`config.mk`:
```
export PLATFORM = sky130hd
export DESIGN_NAME = hb_gate_ctrl
export DESIGN_NICKNAME = d
export VERILOG_FILES = /design/src/rtl/hb_pkg.sv /design/src/rtl/hb_sync.sv /design/src/rtl/hb_supply_fsm.sv /design/src/rtl/hb_direct.sv /design/src/rtl/hb_deadtime.sv /design/src/rtl/hb_gate_ctrl.sv
export SDC_FILE = /design/constraint.sdc
export NUM_CORES = 1
export LEC_CHECK = 0
export ABC_AREA = 1
export BUFFER_PORTS_ARGS = -buffer_cell sky130_fd_sc_hd__buf_4
export CAP_MARGIN = 25
export CORE_MARGIN = 1.5
export CORE_UTILIZATION = 41
export CTS_BUF_LIST = sky130_fd_sc_hd__clkbuf_16
export DETAILED_ROUTE_END_ITERATION = 7
export GPL_TIMING_DRIVEN = 0
export PLACE_DENSITY = 0.71
export SETUP_SLACK_MARGIN = 0.15
export SLEW_MARGIN = 40
export SYNTH_ARGS = -nofsm -noshare
export SYNTH_HDL_FRONTEND = slang
export SYNTH_HIERARCHICAL = 1
export SYNTH_SLANG_ARGS = --single-unit
```
`constraint.sdc`:
```
create_clock -name clk -period 1.4 [get_ports clk]
set_input_delay 0.14 -clock clk [delete_from_list [all_inputs] [get_ports clk]]
set_output_delay 0.14 -clock clk [all_outputs]
set_load 0.02 [all_outputs]
```
`src/rtl/hb_pkg.sv`:
```
package hb_pkg;
  typedef enum logic {
    ST_START = 1'b0,
    ST_RUN   = 1'b1
  } hb_state_e;

  localparam int unsigned SYNC_STAGES = 2;
endpackage

```
`src/rtl/hb_sync.sv`:
```
module hb_sync #(
  parameter int unsigned W      = 2,
  parameter int unsigned STAGES = 2
) (
  input  logic         clk,
  input  logic         rst_n,
  input  logic [W-1:0] d,
  output logic [W-1:0] q
);
  logic [W-1:0] stage_q [STAGES];

  generate
    for (genvar s = 0; s < STAGES; s++) begin : g_stage
      if (s == 0) begin : g_first
        always_ff @(posedge clk or negedge rst_n) begin
          if (!rst_n) stage_q[0] <= '0;
          else        stage_q[0] <= d;
        end
      end else begin : g_next
        always_ff @(posedge clk or negedge rst_n) begin
          if (!rst_n) stage_q[s] <= '0;
          else        stage_q[s] <= stage_q[s-1];
        end
      end
    end
  endgenerate

  assign q = stage_q[STAGES-1];
endmodule

```
`src/rtl/hb_supply_fsm.sv`:
```
module hb_supply_fsm
  import hb_pkg::*;
#(
  parameter int unsigned SW = 8
) (
  input  logic          clk,
  input  logic          rst_n,
  input  logic [SW-1:0] lvl,
  input  logic [SW-1:0] on_th,
  input  logic [SW-1:0] off_th,
  output logic          run
);
  hb_state_e state_q, state_d;

  always_comb begin
    state_d = state_q;
    unique case (state_q)
      ST_START: if (lvl >= on_th)  state_d = ST_RUN;
      ST_RUN:   if (lvl <= off_th) state_d = ST_START;
      default:  state_d = ST_START;
    endcase
  end

  always_ff @(posedge clk or negedge rst_n) begin
    if (!rst_n) state_q <= ST_START;
    else        state_q <= state_d;
  end

  assign run = (state_q == ST_RUN);
endmodule

```
`src/rtl/hb_direct.sv`:
```
module hb_direct (
  input  logic req_hi,
  input  logic req_lo,
  output logic hi,
  output logic lo
);
  // Interlock: both requests at once yields neither gate.
  assign hi = req_hi & ~req_lo;
  assign lo = req_lo & ~req_hi;
endmodule

```
`src/rtl/hb_deadtime.sv`:
```
module hb_deadtime #(
  parameter int unsigned DW = 8
) (
  input  logic          clk,
  input  logic          rst_n,
  input  logic          en,
  input  logic          phase,
  input  logic          sd,
  input  logic [DW-1:0] dt,
  output logic          hi,
  output logic          lo
);
  logic          prev_q;
  logic [DW-1:0] gap_q;
  logic          edge_w;
  logic          dt_zero;
  logic          allow;

  assign edge_w  = (phase != prev_q);
  assign dt_zero = (dt == '0);

  // The edge cycle counts as the first gap cycle, so an edge reloads dt-1.
  // Shutdown holds a full dt, so recovery spends dt cycles off.
  always_ff @(posedge clk or negedge rst_n) begin
    if (!rst_n) begin
      prev_q <= 1'b0;
      gap_q  <= '0;
    end else if (!en) begin
      prev_q <= phase;
      gap_q  <= '0;
    end else if (sd) begin
      prev_q <= phase;
      gap_q  <= dt;
    end else if (edge_w) begin
      prev_q <= phase;
      gap_q  <= dt_zero ? '0 : dt - 1'b1;
    end else if (gap_q != '0) begin
      gap_q  <= gap_q - 1'b1;
    end
  end

  always_comb begin
    if (!en || sd)   allow = 1'b0;
    else if (edge_w) allow = dt_zero && (gap_q == '0);
    else             allow = (gap_q == '0);
  end

  assign hi = allow & phase;
  assign lo = allow & ~phase;
endmodule

```
`src/rtl/hb_gate_ctrl.sv`:
```
module hb_gate_ctrl #(
  parameter int unsigned SUPPLY_W = 8,
  parameter int unsigned DT_W     = 8
) (
  input  logic                clk,
  input  logic                rst_n,
  input  logic [SUPPLY_W-1:0] vdd_lvl,
  input  logic [SUPPLY_W-1:0] vdd_on_th,
  input  logic [SUPPLY_W-1:0] vdd_off_th,
  input  logic                mode_clocked,
  input  logic                in_a,
  input  logic                in_b,
  input  logic [DT_W-1:0]     dt_cycles,
  output logic                gate_hi,
  output logic                gate_lo
);
  localparam int unsigned NSYNC = 2;

  logic [NSYNC-1:0] sync_q;
  logic a_sync, b_sync;
  logic run_w;
  logic dir_hi, dir_lo;
  logic dt_hi, dt_lo;
  logic hi_d, lo_d;

  hb_sync #(.W(NSYNC), .STAGES(hb_pkg::SYNC_STAGES)) u_sync (
    .clk(clk), .rst_n(rst_n), .d({in_b, in_a}), .q(sync_q)
  );
  assign a_sync = sync_q[0];
  assign b_sync = sync_q[1];

  hb_supply_fsm #(.SW(SUPPLY_W)) u_supply (
    .clk(clk), .rst_n(rst_n), .lvl(vdd_lvl),
    .on_th(vdd_on_th), .off_th(vdd_off_th), .run(run_w)
  );

  hb_direct u_direct (
    .req_hi(a_sync), .req_lo(b_sync), .hi(dir_hi), .lo(dir_lo)
  );

  hb_deadtime #(.DW(DT_W)) u_dead (
    .clk(clk), .rst_n(rst_n), .en(run_w & mode_clocked),
    .phase(a_sync), .sd(b_sync), .dt(dt_cycles),
    .hi(dt_hi), .lo(dt_lo)
  );

  always_comb begin
    if (!run_w) begin
      hi_d = 1'b0;
      lo_d = 1'b1;
    end else if (mode_clocked) begin
      hi_d = dt_hi;
      lo_d = dt_lo;
    end else begin
      hi_d = dir_hi;
      lo_d = dir_lo;
    end
  end

  always_ff @(posedge clk or negedge rst_n) begin
    if (!rst_n) begin
      gate_hi <= 1'b0;
      gate_lo <= 1'b1;
    end else begin
      gate_hi <= hi_d;
      gate_lo <= lo_d;
    end
  end
endmodule

```
==> flow_summary.json <==
{
  "min_period_ns": 1.40,
  "worstMarginPinSlew_ns": 0.245,
  "layout_commonest_cell": "nand2_1",
  "synthesis.nets": 308,
  "cp.required_ns": 1.58,
  "diodes": 0,
  "min_path_type": "primary input to flip-flop",
  "initialDrtViolationCount": 155,
  "grt_max_degree": 17,
  "path_buf_inv": 3,
  "final_antenna_net_count": 0,
  "pwr-share-clk_pct": 27.9,
  "netlist_area_um2": 1600,
  "slowest_delay_ns": 0.37,
  "power_density_nw_per_um2": 885,
  "synth_area_leader_cell": "dfrtp_1",
  "max_freq_mhz": 715,
  "drc_errors": 0,
  "async_flop_share_pct": 100,
  "hold_viol": 0,
  "synth_edf_count": 0,
  "synth-simple-area-share_pct": 35.7,
  "switching_share_pct": 35.2,
  "areaGrowthSynthToFinish_pct": 44.0,
  "synth.yosys.seq_area_share_pct": 25.0,
  "cts-htree-levels": 1,
  "cp_data_arrival_time_ns": 1.57,
  "drv_cap": 0,
  "power_frac_comb_pct": 44.1,
  "dp_slack_ns": -0.0310,
  "viasPerCell": 4.62,
  "dieWidth_um": 65.6,
  "crit_top_cell": "buf_6",
  "finalNetCount": 372,
  "gp_congestion": 0.813,
  "final_util_pct": 62.2,
  "r2r_slack_ns": 0.002,
  "num_io_pins": 39,
  "yosys.area_share.xor_xnor_pct": 2.11,
  "synthMuxAreaShare_pct": 0,
  "grt_usage_pct": 19.3,
  "ir_drop_uv": 580,
  "synth.top_cell.area_share_pct": 23.4,
  "clk_path_buf_depth": 2,
  "worst_path_dominant_cell_family": "buffers and inverters",
  "drive_gt1_share_pct": 29.3,
  "grt_pass1_vias": 1491,
  "antenna_found_initial": 0,
  "start_kind": "flip-flop",
  "core-area_um2": 3720,
  "fin_ws_ns": 0.00235,
  "cts.clk_slew.worst_paths_ns": 0.05,
  "finalPower_mw": 2.04,
  "io_buffers": 38,
  "cts.sinks": 16,
  "cp_cell_sequence": "buf_6 -> xnor2_4 -> buf_6 -> buf_6 -> nand2_1 -> o21ai_1 -> a21oi_1 -> nor2_1",
  "cts_inserted_buffers": 3,
  "drt_wl_total_um": 3920,
  "synth_area_per_cell_um2": 6.39,
  "yosysWarnings": 6,
  "leakagePower_nw": 1.33,
  "seqPwrFrac_pct": 28.0,
  "skew_ns": 0.00325,
  "p_switching_uw": 719,
  "clk_latency_ns": 0.25,
  "grt_remaining_overflow": 0,
  "synth.area.top_cells": "dfrtp_1, ha_1, nand2_1",
  "ys_ff_latch": 16,
  "root_buffer": "clkbuf_16",
  "status": "finished clean",
  "row_count": 22,
  "wl_per_cell_um": 10.8,
  "post-route-period-util_pct": 99.8,
  "synthDistinctLibCells": 24,
  "dieHeight_um": 65.6,
  "initial_utilization_pct": 43.2,
  "cp_max_fo": 5,
  "setup_viol": 0,
  "synth_compound_gate_area_share_pct": 6.47,
  "tritoncts": "done",
  "grt_setup_unrepaired": "yes",
  "final_max_slew_viol_count": 0,
  "dieArea_um2": 4300,
  "dp_cells": 337,
  "end_kind": "flip-flop",
  "relSlewSlack_pct": 83.6,
  "fin_cells": 362,
  "num_vias": 1674,
  "dpl.hpwl_um": 2750,
  "grt_first_pass_wirelength_um": 6440,
  "internal_power_mw": 1.33,
  "layout_common_cells": "nand2_1, buf_4, inv_1, nor2_1, nand3_1",
  "synthFlopType": "dfrtp_1",
  "synthAdderAreaFrac_pct": 15.6,
  "first_pass_iters": 4,
  "crit_type": "flip-flop to flip-flop",
  "synth_top_family_by_area": "simple AND/OR/NAND/NOR gates",
  "syn_inst": 251,
  "cpMaxStageDelayCell": "dfrtp_1"
}
## power by group through the flow
| stage | Sequential [mW] | Clock, mW | Combinational, mW |
|---|---|---|---|
| after floorplan | 0.590 | 0 | 0.485 |
| after global placement | 0.586 | 0 | 0.709 |
| after detailed placement | 0.587 | 0 | 0.714 |
| after CTS | 0.568 | 0.586 | 0.821 |
| after global routing | 0.579 | 0.598 | 1.01 |
| final | 0.573 | 0.571 | 0.901 |
## routing by layer
layer / vias to the layer above / GRT usage, % / part of all wire [%]
met1: 738 / 24.4 / 46
met4: 0 / 5.21 / 1.0
met3: 6 / 3.42 / 3.1
met5: - / 0 / 0
met2: 32 / 33.7 / 50
li1: 898 / - / -
## flip-flops by register name (all words and copies together), names as in the netlist
name            flops
u_dead/gap_q        8
u_sync/q            2
u_sync/stage_q      2
gate_hi             1
gate_lo             1
u_dead/prev_q       1
u_supply/run        1
## area by class of cell
| class | count | area [um^2] |
|---|---|---|
| multi-input cells | 176 | 1060 |
| clock buffers | 3 | 75.1 |
| flip-flops and latches | 16 | 402 |
| clock inverters | 1 | 3.75 |
| fillers | 335 | 1410 |
| well taps | 48 | 60.1 |
| plain buffers | 5 | 47.5 |
| repair buffers | 59 | 455 |
| inverters | 54 | 208 |
## cell usage after synthesis (2+ instances only)
master,instances
nor2_2,5
ha_1,20
inv_2,3
dfrtp_1,15
nand2_1,60
a21oi_1,7
xor2_1,2
nor2_1,39
o21ai_0,6
buf_4,2
inv_1,51
o21bai_1,2
nand4_1,6
nand3_1,23
## worst min-delay path, stage by stage
cell	delay, ns
buf_4	0.11
inv_1	0.04
nand2_1	0.04
nand3_1	0.05
## final timing paths
kind,start,end,depth (start not counted)
worst max-delay path,u_sync/q[0],u_dead/gap_q[4],8
worst min-delay path,mode_clocked,gate_lo,4
worst max register to register,u_sync/q[0],u_dead/gap_q[4],8
worst min register to register,u_sync/stage_q[2],u_sync/q[0],0
max in group asynchronous,rst_n,gate_lo,2
min in group asynchronous,rst_n,u_dead/gap_q[3],2
## cells by family (layout without fill, tap and decap cells)
family	Yosys count	in the layout
AND/OR/NAND/NOR	135	135
buffers and inverters	59	122
XOR/XNOR	3	3
flip-flops	16	16
adder cells (fa/ha/maj)	20	20
AO/OA/AOI/OAI	18	18
## what timing repair did
item	4_1_cts	5_1_grt
gates cloned	1	0
setup buffers	10	7
hold buffers	3	0
hold endpoints to repair	18	0
pin swaps	10	6
setup endpoints to repair	10	10
resized for setup	12	8
## metrics by stage
| stage | hold WS (ns) | TNS [ns] | instance area, um^2 |
|---|---|---|---|
| after floorplan | -0.156 | 0 | 1660 |
| after global placement | 0.0199 | -0.0433 | 2000 |
| after detailed placement | 0.0206 | -0.0422 | 2000 |
| after CTS | 0.139 | 0 | 2230 |
| after global routing | 0.171 | -0.319 | 2310 |
| final | 0.144 | 0 | 2310 |
No activity file was read; power rests on OpenSTA's default activity.
